==> src/rtl/uart8n1_pkg.sv <==
package uart8n1_pkg;
  localparam int unsigned DATA_BITS  = 8;
  localparam int unsigned FRAME_BITS = DATA_BITS + 2;

  typedef enum logic [1:0] {
    RATE_1M2 = 2'b00,
    RATE_1M5 = 2'b01,
    RATE_2M0 = 2'b10,
    RATE_RSV = 2'b11
  } rate_e;

  typedef enum logic [1:0] {
    RX_IDLE,
    RX_START,
    RX_DATA,
    RX_STOP
  } rx_state_e;
endpackage

==> src/rtl/uart_rate_ctl.sv <==
module uart_rate_ctl import uart8n1_pkg::*; #(
  parameter int unsigned DIV_1M2 = 40,
  parameter int unsigned DIV_1M5 = 32,
  parameter int unsigned DIV_2M0 = 24,
  parameter int unsigned CNT_W   = 6
) (
  input  logic             clk_i,
  input  logic             rst_ni,
  input  logic [1:0]       sel_i,
  input  logic             tx_idle_i,
  input  logic             rx_idle_i,
  output logic [CNT_W-1:0] div_o
);
  logic [CNT_W-1:0] div_q, div_d;

  always_comb begin
    case (rate_e'(sel_i))
      RATE_1M2: div_d = CNT_W'(DIV_1M2);
      RATE_2M0: div_d = CNT_W'(DIV_2M0);
      default:  div_d = CNT_W'(DIV_1M5);
    endcase
  end

  always_ff @(posedge clk_i or negedge rst_ni) begin
    if (!rst_ni)                    div_q <= CNT_W'(DIV_1M5);
    else if (tx_idle_i && rx_idle_i) div_q <= div_d;
  end

  assign div_o = div_q;

  p_div_legal_r4: assert property (@(posedge clk_i) disable iff (!rst_ni)
    (div_q == CNT_W'(DIV_1M2)) || (div_q == CNT_W'(DIV_1M5)) || (div_q == CNT_W'(DIV_2M0)));

  p_div_hold_busy_r5: assert property (@(posedge clk_i) disable iff (!rst_ni)
    !(tx_idle_i && rx_idle_i) |=> $stable(div_q));
endmodule

==> src/rtl/uart_tx_8n1.sv <==
module uart_tx_8n1 import uart8n1_pkg::*; #(
  parameter int unsigned CNT_W = 6
) (
  input  logic                 clk_i,
  input  logic                 rst_ni,
  input  logic [CNT_W-1:0]     div_i,
  input  logic [DATA_BITS-1:0] data_i,
  input  logic                 start_i,
  output logic                 line_o,
  output logic                 busy_o
);
  localparam int unsigned BIT_W = $clog2(FRAME_BITS);

  logic               busy_q, line_q;
  logic [DATA_BITS:0] rest_q;   // remaining data bits plus stop bit
  logic [CNT_W-1:0]   cnt_q;
  logic [BIT_W-1:0]   bit_q;
  logic               bit_end, frame_end;

  assign bit_end   = (cnt_q == div_i - CNT_W'(1));
  assign frame_end = bit_end && (bit_q == BIT_W'(FRAME_BITS - 1));

  always_ff @(posedge clk_i or negedge rst_ni) begin
    if (!rst_ni) begin
      busy_q <= 1'b0;
      line_q <= 1'b1;
      rest_q <= '1;
      cnt_q  <= '0;
      bit_q  <= '0;
    end else if (!busy_q) begin
      if (start_i) begin
        busy_q <= 1'b1;
        line_q <= 1'b0;
        rest_q <= {1'b1, data_i};
        cnt_q  <= '0;
        bit_q  <= '0;
      end
    end else if (bit_end) begin
      cnt_q <= '0;
      if (frame_end) begin
        busy_q <= 1'b0;
        line_q <= 1'b1;
      end else begin
        bit_q  <= bit_q + BIT_W'(1);
        line_q <= rest_q[0];
        rest_q <= {1'b1, rest_q[DATA_BITS:1]};
      end
    end else begin
      cnt_q <= cnt_q + CNT_W'(1);
    end
  end

  assign line_o = line_q;
  assign busy_o = busy_q;

  p_idle_high_r1: assert property (@(posedge clk_i) disable iff (!rst_ni)
    !busy_q |-> line_q);

  p_launch_low_r2: assert property (@(posedge clk_i) disable iff (!rst_ni)
    $rose(busy_q) |-> !line_q);

  p_stop_high_r1: assert property (@(posedge clk_i) disable iff (!rst_ni)
    (busy_q && bit_q == BIT_W'(FRAME_BITS - 1)) |-> line_q);

  p_busy_holds_r3: assert property (@(posedge clk_i) disable iff (!rst_ni)
    (busy_q && !frame_end) |=> busy_q);
endmodule

==> src/rtl/uart_rx_8n1.sv <==
module uart_rx_8n1 import uart8n1_pkg::*; #(
  parameter int unsigned CNT_W       = 6,
  parameter int unsigned SYNC_STAGES = 2
) (
  input  logic                 clk_i,
  input  logic                 rst_ni,
  input  logic [CNT_W-1:0]     div_i,
  input  logic                 rx_i,
  output logic [DATA_BITS-1:0] data_o,
  output logic                 done_o,
  output logic                 ferr_o,
  output logic                 idle_o
);
  localparam int unsigned BIT_W = $clog2(DATA_BITS);

  logic [SYNC_STAGES:0]   sync_q;   // top bit is the delayed copy for edge detect
  logic                   line, line_prev;
  rx_state_e              state_q;
  logic [CNT_W-1:0]       cnt_q;
  logic [BIT_W-1:0]       bit_q;
  logic [DATA_BITS-1:0]   sh_q, data_q;
  logic                   done_q, ferr_q;
  logic [CNT_W-1:0]       half_m1, full_m1;

  assign line      = sync_q[SYNC_STAGES-1];
  assign line_prev = sync_q[SYNC_STAGES];
  assign half_m1   = (div_i >> 1) - CNT_W'(1);
  assign full_m1   = div_i - CNT_W'(1);

  always_ff @(posedge clk_i or negedge rst_ni) begin
    if (!rst_ni) begin
      sync_q  <= '1;
      state_q <= RX_IDLE;
      cnt_q   <= '0;
      bit_q   <= '0;
      sh_q    <= '0;
      data_q  <= '0;
      done_q  <= 1'b0;
      ferr_q  <= 1'b0;
    end else begin
      sync_q <= {sync_q[SYNC_STAGES-1:0], rx_i};
      done_q <= 1'b0;
      ferr_q <= 1'b0;
      case (state_q)
        RX_IDLE: begin
          if (line_prev && !line) begin
            state_q <= RX_START;
            cnt_q   <= '0;
          end
        end
        RX_START: begin
          if (cnt_q == half_m1) begin
            cnt_q   <= '0;
            bit_q   <= '0;
            state_q <= line ? RX_IDLE : RX_DATA;  // high again: glitch
          end else begin
            cnt_q <= cnt_q + CNT_W'(1);
          end
        end
        RX_DATA: begin
          if (cnt_q == full_m1) begin
            cnt_q <= '0;
            sh_q  <= {line, sh_q[DATA_BITS-1:1]};
            if (bit_q == BIT_W'(DATA_BITS - 1)) state_q <= RX_STOP;
            else                                bit_q   <= bit_q + BIT_W'(1);
          end else begin
            cnt_q <= cnt_q + CNT_W'(1);
          end
        end
        RX_STOP: begin
          if (cnt_q == full_m1) begin
            cnt_q   <= '0;
            state_q <= RX_IDLE;
            if (line) begin
              data_q <= sh_q;
              done_q <= 1'b1;
            end else begin
              ferr_q <= 1'b1;
            end
          end else begin
            cnt_q <= cnt_q + CNT_W'(1);
          end
        end
        default: state_q <= RX_IDLE;
      endcase
    end
  end

  assign data_o = data_q;
  assign done_o = done_q;
  assign ferr_o = ferr_q;
  assign idle_o = (state_q == RX_IDLE);

  p_done_ferr_excl_r8: assert property (@(posedge clk_i) disable iff (!rst_ni)
    !(done_q && ferr_q));

  p_done_single_r6: assert property (@(posedge clk_i) disable iff (!rst_ni)
    done_q |=> !done_q);

  p_ferr_single_r8: assert property (@(posedge clk_i) disable iff (!rst_ni)
    ferr_q |=> !ferr_q);

  p_data_only_on_done_r6: assert property (@(posedge clk_i) disable iff (!rst_ni)
    !done_q |-> $stable(data_q));

  p_glitch_to_idle_r7: assert property (@(posedge clk_i) disable iff (!rst_ni)
    (state_q == RX_START && cnt_q == half_m1 && line) |=> (state_q == RX_IDLE));
endmodule

==> src/rtl/uart_8n1_xcvr.sv <==
module uart_8n1_xcvr import uart8n1_pkg::*; #(
  parameter int unsigned DIV_1M2     = 40,
  parameter int unsigned DIV_1M5     = 32,
  parameter int unsigned DIV_2M0     = 24,
  parameter int unsigned SYNC_STAGES = 2
) (
  input  logic                 clk_i,
  input  logic                 rst_ni,
  input  logic [1:0]           baud_sel_i,
  input  logic [DATA_BITS-1:0] tx_data_i,
  input  logic                 tx_start_i,
  output logic                 tx_o,
  output logic                 tx_busy_o,
  input  logic                 rx_i,
  output logic [DATA_BITS-1:0] rx_data_o,
  output logic                 rx_done_o,
  output logic                 rx_ferr_o
);
  localparam int unsigned DIV_A   = (DIV_1M2 > DIV_1M5) ? DIV_1M2 : DIV_1M5;
  localparam int unsigned DIV_MAX = (DIV_A > DIV_2M0) ? DIV_A : DIV_2M0;
  localparam int unsigned CNT_W   = $clog2(DIV_MAX + 1);

  logic [CNT_W-1:0] div;
  logic             tx_busy, rx_idle;

  uart_rate_ctl #(
    .DIV_1M2 (DIV_1M2),
    .DIV_1M5 (DIV_1M5),
    .DIV_2M0 (DIV_2M0),
    .CNT_W   (CNT_W)
  ) u_rate (
    .clk_i     (clk_i),
    .rst_ni    (rst_ni),
    .sel_i     (baud_sel_i),
    .tx_idle_i (!tx_busy),
    .rx_idle_i (rx_idle),
    .div_o     (div)
  );

  uart_tx_8n1 #(.CNT_W(CNT_W)) u_tx (
    .clk_i   (clk_i),
    .rst_ni  (rst_ni),
    .div_i   (div),
    .data_i  (tx_data_i),
    .start_i (tx_start_i),
    .line_o  (tx_o),
    .busy_o  (tx_busy)
  );

  uart_rx_8n1 #(.CNT_W(CNT_W), .SYNC_STAGES(SYNC_STAGES)) u_rx (
    .clk_i  (clk_i),
    .rst_ni (rst_ni),
    .div_i  (div),
    .rx_i   (rx_i),
    .data_o (rx_data_o),
    .done_o (rx_done_o),
    .ferr_o (rx_ferr_o),
    .idle_o (rx_idle)
  );

  assign tx_busy_o = tx_busy;
endmodule

==> config.mk <==
export PLATFORM = sky130hd
export DESIGN_NAME = uart_8n1_xcvr
export DESIGN_NICKNAME = d
export VERILOG_FILES = /design/src/rtl/uart8n1_pkg.sv /design/src/rtl/uart_rate_ctl.sv /design/src/rtl/uart_tx_8n1.sv /design/src/rtl/uart_rx_8n1.sv /design/src/rtl/uart_8n1_xcvr.sv
export SDC_FILE = /design/constraint.sdc
export NUM_CORES = 1
export LEC_CHECK = 0
export BUFFER_PORTS_ARGS = -buffer_cell sky130_fd_sc_hd__buf_4
export CORE_ASPECT_RATIO = 0.6
export CORE_UTILIZATION = 25
export CTS_BUF_LIST = sky130_fd_sc_hd__clkbuf_8
export CTS_CLUSTER_SIZE = 16
export DETAILED_ROUTE_END_ITERATION = 12
export PLACE_DENSITY = 0.38
export SLEW_MARGIN = 20
export SYNTH_ARGS = -nofsm -noshare
export SYNTH_HDL_FRONTEND = slang
export SYNTH_SLANG_ARGS = --single-unit
==> constraint.sdc <==
create_clock -name clk_i -period 3.5 [get_ports clk_i]
set_input_delay 0.35 -clock clk_i [delete_from_list [all_inputs] [get_ports clk_i]]
set_output_delay 0.35 -clock clk_i [all_outputs]
set_load 0.02 [all_outputs]
**Yosys cells after proc, flatten, opt, wreduce, memory -nomap -nowiden**

Index checks and enable logic that the tools add are counted.

- Input bits: 14
- Bits in registers: 59
- Word-level logic and storage cells: 94

- Reductions and logical operators: 16
- Equality and inequality tests: 17
- $add $sub $neg: 6
- Mux-type cells: 41

Operator list:

| cell | number |
|---|---|
| $mux 6 | 6 |
| $mux 9 | 4 |
| $eq 6x6->1 | 3 |
| $pmux 6 s3 | 1 |
| $mux 4 | 4 |
| $mux 1 | 14 |
| $add 6x1->6 const B | 2 |
| $mux 2 | 6 |
| $pmux 6 s2 | 1 |
| $ne 2x1->1 const B | 5 |
| $mux 3 | 3 |
| $pmux 2 s4 | 1 |
| $eq 2x2->1 const B | 3 |
| $ne 2x2->1 const B | 3 |
| $pmux 3 s2 | 1 |
| $reduce_and 3->1 | 2 |
| $sub 5x1->6 const B | 1 |
| $sub 6x1->6 const B | 1 |
| $reduce_and 5->1 | 1 |
| $add 4x1->4 const B | 1 |
| $eq 4x4->1 const B | 1 |
| $logic_not 2->1 | 2 |
| $reduce_and 2->1 | 2 |
| $reduce_and 4->1 | 1 |
| other kinds (7) | 11 |

**Logic depth before layout (Yosys ltp)**

- Depth in word-level cells: 6
- Mapped depth: 9

**Modules after synthesis**

From an unflattened synthesis, not the netlist that was laid out.

- Cells, all modules: 296
- Area, all modules: 3196.8 um^2

By module, submodules not included:

| module | cells an instance | area an instance (um^2) | sequential area each (um^2) | times used |
|---|---|---|---|---|
| uart_rx_8n1 | 148 | 1745.4 | 804.5 | 1 |
| uart_tx_8n1 | 133 | 1301.2 | 511.7 | 1 |
| uart_rate_ctl | 14 | 146.4 | 76.3 | 1 |
| uart_8n1_xcvr | 1 | 3.8 | 0.0 | 1 |

**Worst setup path after synthesis**

No wires, ideal clock.

- Path type: reg-to-reg
- Start: reg u_rate.div_q[3] (netlist: u_rate.div_o[3])
- End: reg u_rx.sh_q[0]
- Stages on the path, launching flop included: 8
- Path slack: 1.289 ns
- Arrival: 2.086 ns
- Library setup time: 0.125 ns
- Data required time: 3.375 ns
- Path through: dfrtp_1 buf_2 inv_1 ha_1 xnor3_1 nand4_4 nor3b_4 mux2_2

- Longest elaborated chain between the ends: 3

Ends and longest elaborated chain:

| item | RTL line | source |
|---|---|---|
| start, declared | uart_rate_ctl.sv:14 | `logic [CNT_W-1:0] div_q, div_d;` |
| start signal, assigned | uart_rate_ctl.sv:25 | `if (!rst_ni) div_q <= CNT_W'(DIV_1M5);` |
| start signal, assigned | uart_rate_ctl.sv:26 | `else if (tx_idle_i && rx_idle_i) div_q <= div_d;` |
| $sub 6x1->6 | uart_rx_8n1.sv:28 | `assign full_m1 = div_i - CNT_W'(1);` |
| $eq 6x6->1 | uart_rx_8n1.sv:61 | `if (cnt_q == full_m1) begin` |
| $reduce_and 2->1 (no line) | -- |  |
| end signal, assigned | uart_rx_8n1.sv:63 | `sh_q <= {line, sh_q[DATA_BITS-1:1]};` |
| end, declared | uart_rx_8n1.sv:21 | `logic [DATA_BITS-1:0] sh_q, data_q;` |

No other way between the ends.
A chain may end at the register's enable or synchronous reset.

**Final worst setup path**

- Start: reg u_rate.div_q[3] (netlist: u_rate.div_o[3])
- End: reg u_tx.rest_q[1]

- Longest elaborated chain between the ends: 5
- Elaborated cells on any way between the ends: 6
- Those cells by class: add/sub (1); eq/ne (3); reduce/logical (2)

Ends and longest elaborated chain:

| item | RTL line | source |
|---|---|---|
| $sub 6x1->6 (*) | uart_tx_8n1.sv:20 | `assign bit_end = (cnt_q == div_i - CNT_W'(1));` |
| $eq 6x6->1 (*) | uart_tx_8n1.sv:20 |  |
| $logic_and 1x1->1 | uart_tx_8n1.sv:21 | `assign frame_end = bit_end && (bit_q == BIT_W'(FRAME_BITS - 1));` |
| $ne 2x2->1 (no line) | -- |  |
| $reduce_and 3->1 (no line) (*) | -- |  |
| end signal, assigned | uart_tx_8n1.sv:34 | `rest_q <= {1'b1, data_i};` |
| end signal, assigned | uart_tx_8n1.sv:46 | `rest_q <= {1'b1, rest_q[DATA_BITS:1]};` |
| end, declared | uart_tx_8n1.sv:15 | `logic [DATA_BITS:0] rest_q;` |

Every way passes the cells marked *; elsewhere a longest branch is shown, timed or not.

==> impl_metrics.yaml <==
run_status:
  outcome: "finished, final reports clean"
synthesis:
  ys_ff_latch: 55
  synth.avg_cell_area_um2: 11.5
  synth_top_family_by_area: "simple AND/OR/NAND/NOR gates"
  synth.area.top_cells: "dfrtp_1 (39%), dfstp_2 (13%), mux2_2 (7.1%)"
  ys_types: 45
  synth_edf_count: 0
  async_flop_share_pct: 100
  ys_seq_area_share_pct: 51.5
  ys.flop_type: "dfrtp_1"
  synthesis.nets: 257
  synth_compound_area_share_pct: 12.9
  netlist.area_leader.share_pct: 38.8
  syn_inst: 236
  synth_mux_area_share_pct: 7.44
  synth_xor_area_share_pct: 6.56
  synth_area_um2: 2710
  synth-adder-area-share_pct: 3.24
  yosys_warnings: 0
  synth_largest_area_cell: "dfrtp_1"
  synth-simple-area-share_pct: 14.7
timing:
  fmax_mhz: 386
  fin_worst_skew_ps: 4.60
  fin_setup_tns_ps: 0
  rsz0062_at_grt: "false"
  final_max_slew_viol_count: 0
  worstMarginPinSlew_ps: 731
  relSlewSlack_pct: 51.3
  setup_viol: 0
  fin_crit_sh_pct: 74.0
  period_minus_slack_ps: 2590
  layout_setup_ws_ps: 911
  finalHoldViolCount: 0
route:
  vias_per_cell: 4.51
  firstDrtPassIters: 4
  vias: 1771
  met1Wirelength_um: 3440
  avgRoutedWirePerCell_um: 14.5
  wl_um: 5680
  drtIter0Drc: 81
  wl_met3_um: 285
  routed.top_layer: "met4"
  drc_errors: 0
  routed-wl-met2_um: 1900
  ant_nets: 0
floorplan:
  core_um2: 10200
  row_count: 28
  die_y_um: 82.6
  die_w_um: 136
  die_area_um2: 11300
  start_util_pct: 26.5
  num_io_pins: 26
final_layout:
  nNetsFinal: 278
  drive_gt1_share_pct: 27.9
  n_antenna_cell: 0
  area_growth_pct: 14.1
global_routing:
  overflow: 0
  antenna_found_initial: 0
  grt_pass1_wl_um: 9790
  grt_max_degree: 56
  grt_util_all_layers_pct: 11.6
  grt_pass1_vias: 1803
clock_tree:
  clk_latency_ps: 320
  post_cts.repair.setup_buffers: 0
  htree_num_levels: 2
  ctsRootBufferMaster: "clkbuf_8"
  clockBufferDepth: 2
  clkSinkCount: 55
  ctsHoldBuffers: 0
  cts_buffers: 5
  cts_tree: "yes"
  cts_resized: 0
  clk_pin_slew_ps: 110
setup_path:
  r2r_cells: 7
  cpPeakStageDelay_ps: 520
  cp_slowest_cell: "dfrtp_1"
  setup.worst_path.start_class: "flop"
  path_cells: "inv_1, ha_1, xnor2_1, nor4_4, nand3_1, and2_1, a21oi_1"
  cp.arrival_ps: 2840
  worstPathMaxFanout: 12
  required_ps: 3750
  cp-end-kind: "flop"
  crit_type: "reg2reg"
pwr:
  p_leak_nw: 1.38
  peakVddDrop_mv: 0.196
  powerDensity_nw_per_um2: 603
placed_design:
  gp_congestion: 0.741
  dp_slack_ps: 885
  dpl.hpwl_um: 3880
  numPortBuffers: 25
run:
  drv_cap: 0
worst_hold_path:
  hp-class: "in2async"
synth_stat cells (2+ instances only):
cell type	number
o21a_1	2
nand2_1	21
a31oi_1	7
nor2_1	10
o32ai_1	4
inv_1	10
buf_2	5
nand4_1	2
xor2_1	7
xnor2_1	6
nand3_1	9
nand2b_1	3
nor3_1	4
a221oi_1	3
ha_1	7
o22ai_1	3
a21oi_1	8
dfrtp_1	42
a22o_1	4
mux2_2	17
buf_6	2
o21ai_0	18
nand3b_1	2
dfstp_2	13
clkbuf_1	3
and3_1	3
and2_1	3
state kept, by name (all words and copies together) (netlist names), named ones only:
signal        count
u_tx.line_o       1
u_tx.cnt_q        6
u_rx.done_o       1
u_tx.busy_o       1
u_rx.cnt_q        6
u_rx.sh_q         8
u_tx.bit_q        4
u_rx.data_o       8
u_rx.ferr_o       1
u_rate.div_o      3
u_tx.rest_q       8
u_rx.state_q      1
u_rx.bit_q        3
u_rx.sync_q       3
layout by cell type (no fill, tap or decap), types with 4 or more instances in the layout:
cell type,count
mux2_2,17
a22o_1,4
nor3_1,4
clkbuf_8,5
dfstp_2,13
nand3_1,9
nand2_1,21
buf_4,25
o21ai_0,18
xor2_1,7
nor2_1,10
a31oi_1,7
o32ai_1,4
inv_1,10
a21oi_1,8
dfrtp_1,42
xnor2_1,6
ha_1,7
power by group:
part	total, mW	switching (mW)	internal, mW	leakage [nW]
clock	0.371	0.229	0.142	0.0483
combinational	0.527	0.286	0.241	0.647
sequential	0.965	0.174	0.791	0.686
per-layer routing:
layer	global-route usage, %	vias up
met4	3.00	0
met5	0	-
met1	18.5	849
li1	-	882
met2	14.2	33
met3	3.48	7
cells by family (layout without fill, tap and decap cells):
group,after synthesis,count (layout)
flip-flops,55,55
multiplexers,18,18
AO/OA/AOI/OAI,52,52
adder cells (fa/ha/maj),7,7
AND/OR/NAND/NOR,67,67
XOR/XNOR,16,16
buffers and inverters,21,43
worst max-delay path, delay by kind of cell, from the launching register on:
family                     cells  cell delay, ps
and+or+nand+nor                3            1170
DFF                            1             520
adders and majority gates      1             360
xor gates and xnor gates       1             230
AOI/OAI and AO/OA              1             160
buffers and inverters          1              80
through the flow:
step	hold WS, ps	std cells	power, mW	util (%)	area (µm²)
final	80.2	393	1.86	30.3	3090
after floorplan	54.4	236	1.36	-	2710
after detailed placement	348	385	1.50	29.4	3000
after CTS	112	393	1.89	30.3	3090
after global routing	105	393	2.02	30.3	3090
after global placement	347	385	1.52	29.4	3000
worst paths after layout:
check | start | endpoint | slack (ps)
max | u_rate.div_o[3] | u_tx.rest_q[1] | 910
min in group clk_i | rx_i | u_rx.sync_q[0] | 140
max reg2reg | u_rate.div_o[3] | u_tx.rest_q[1] | 910
max in group asynchronous | rst_ni | u_rx.cnt_q[1] | 2940
min reg2reg | u_rx.sync_q[0] | u_rx.sync_q[1] | 360
min | rst_ni | u_rx.data_o[7] | 80
cell type report:
class,count,area [µm²]
well taps,135,169
repair buffers,25,188
clock inverters,3,18.8
clock buffers,5,68.8
multi-input cells,160,1210
flip-flops and latches,55,1390
inverters,10,37.5
fillers,1030,7110
(Power assumes the default switching activity.)
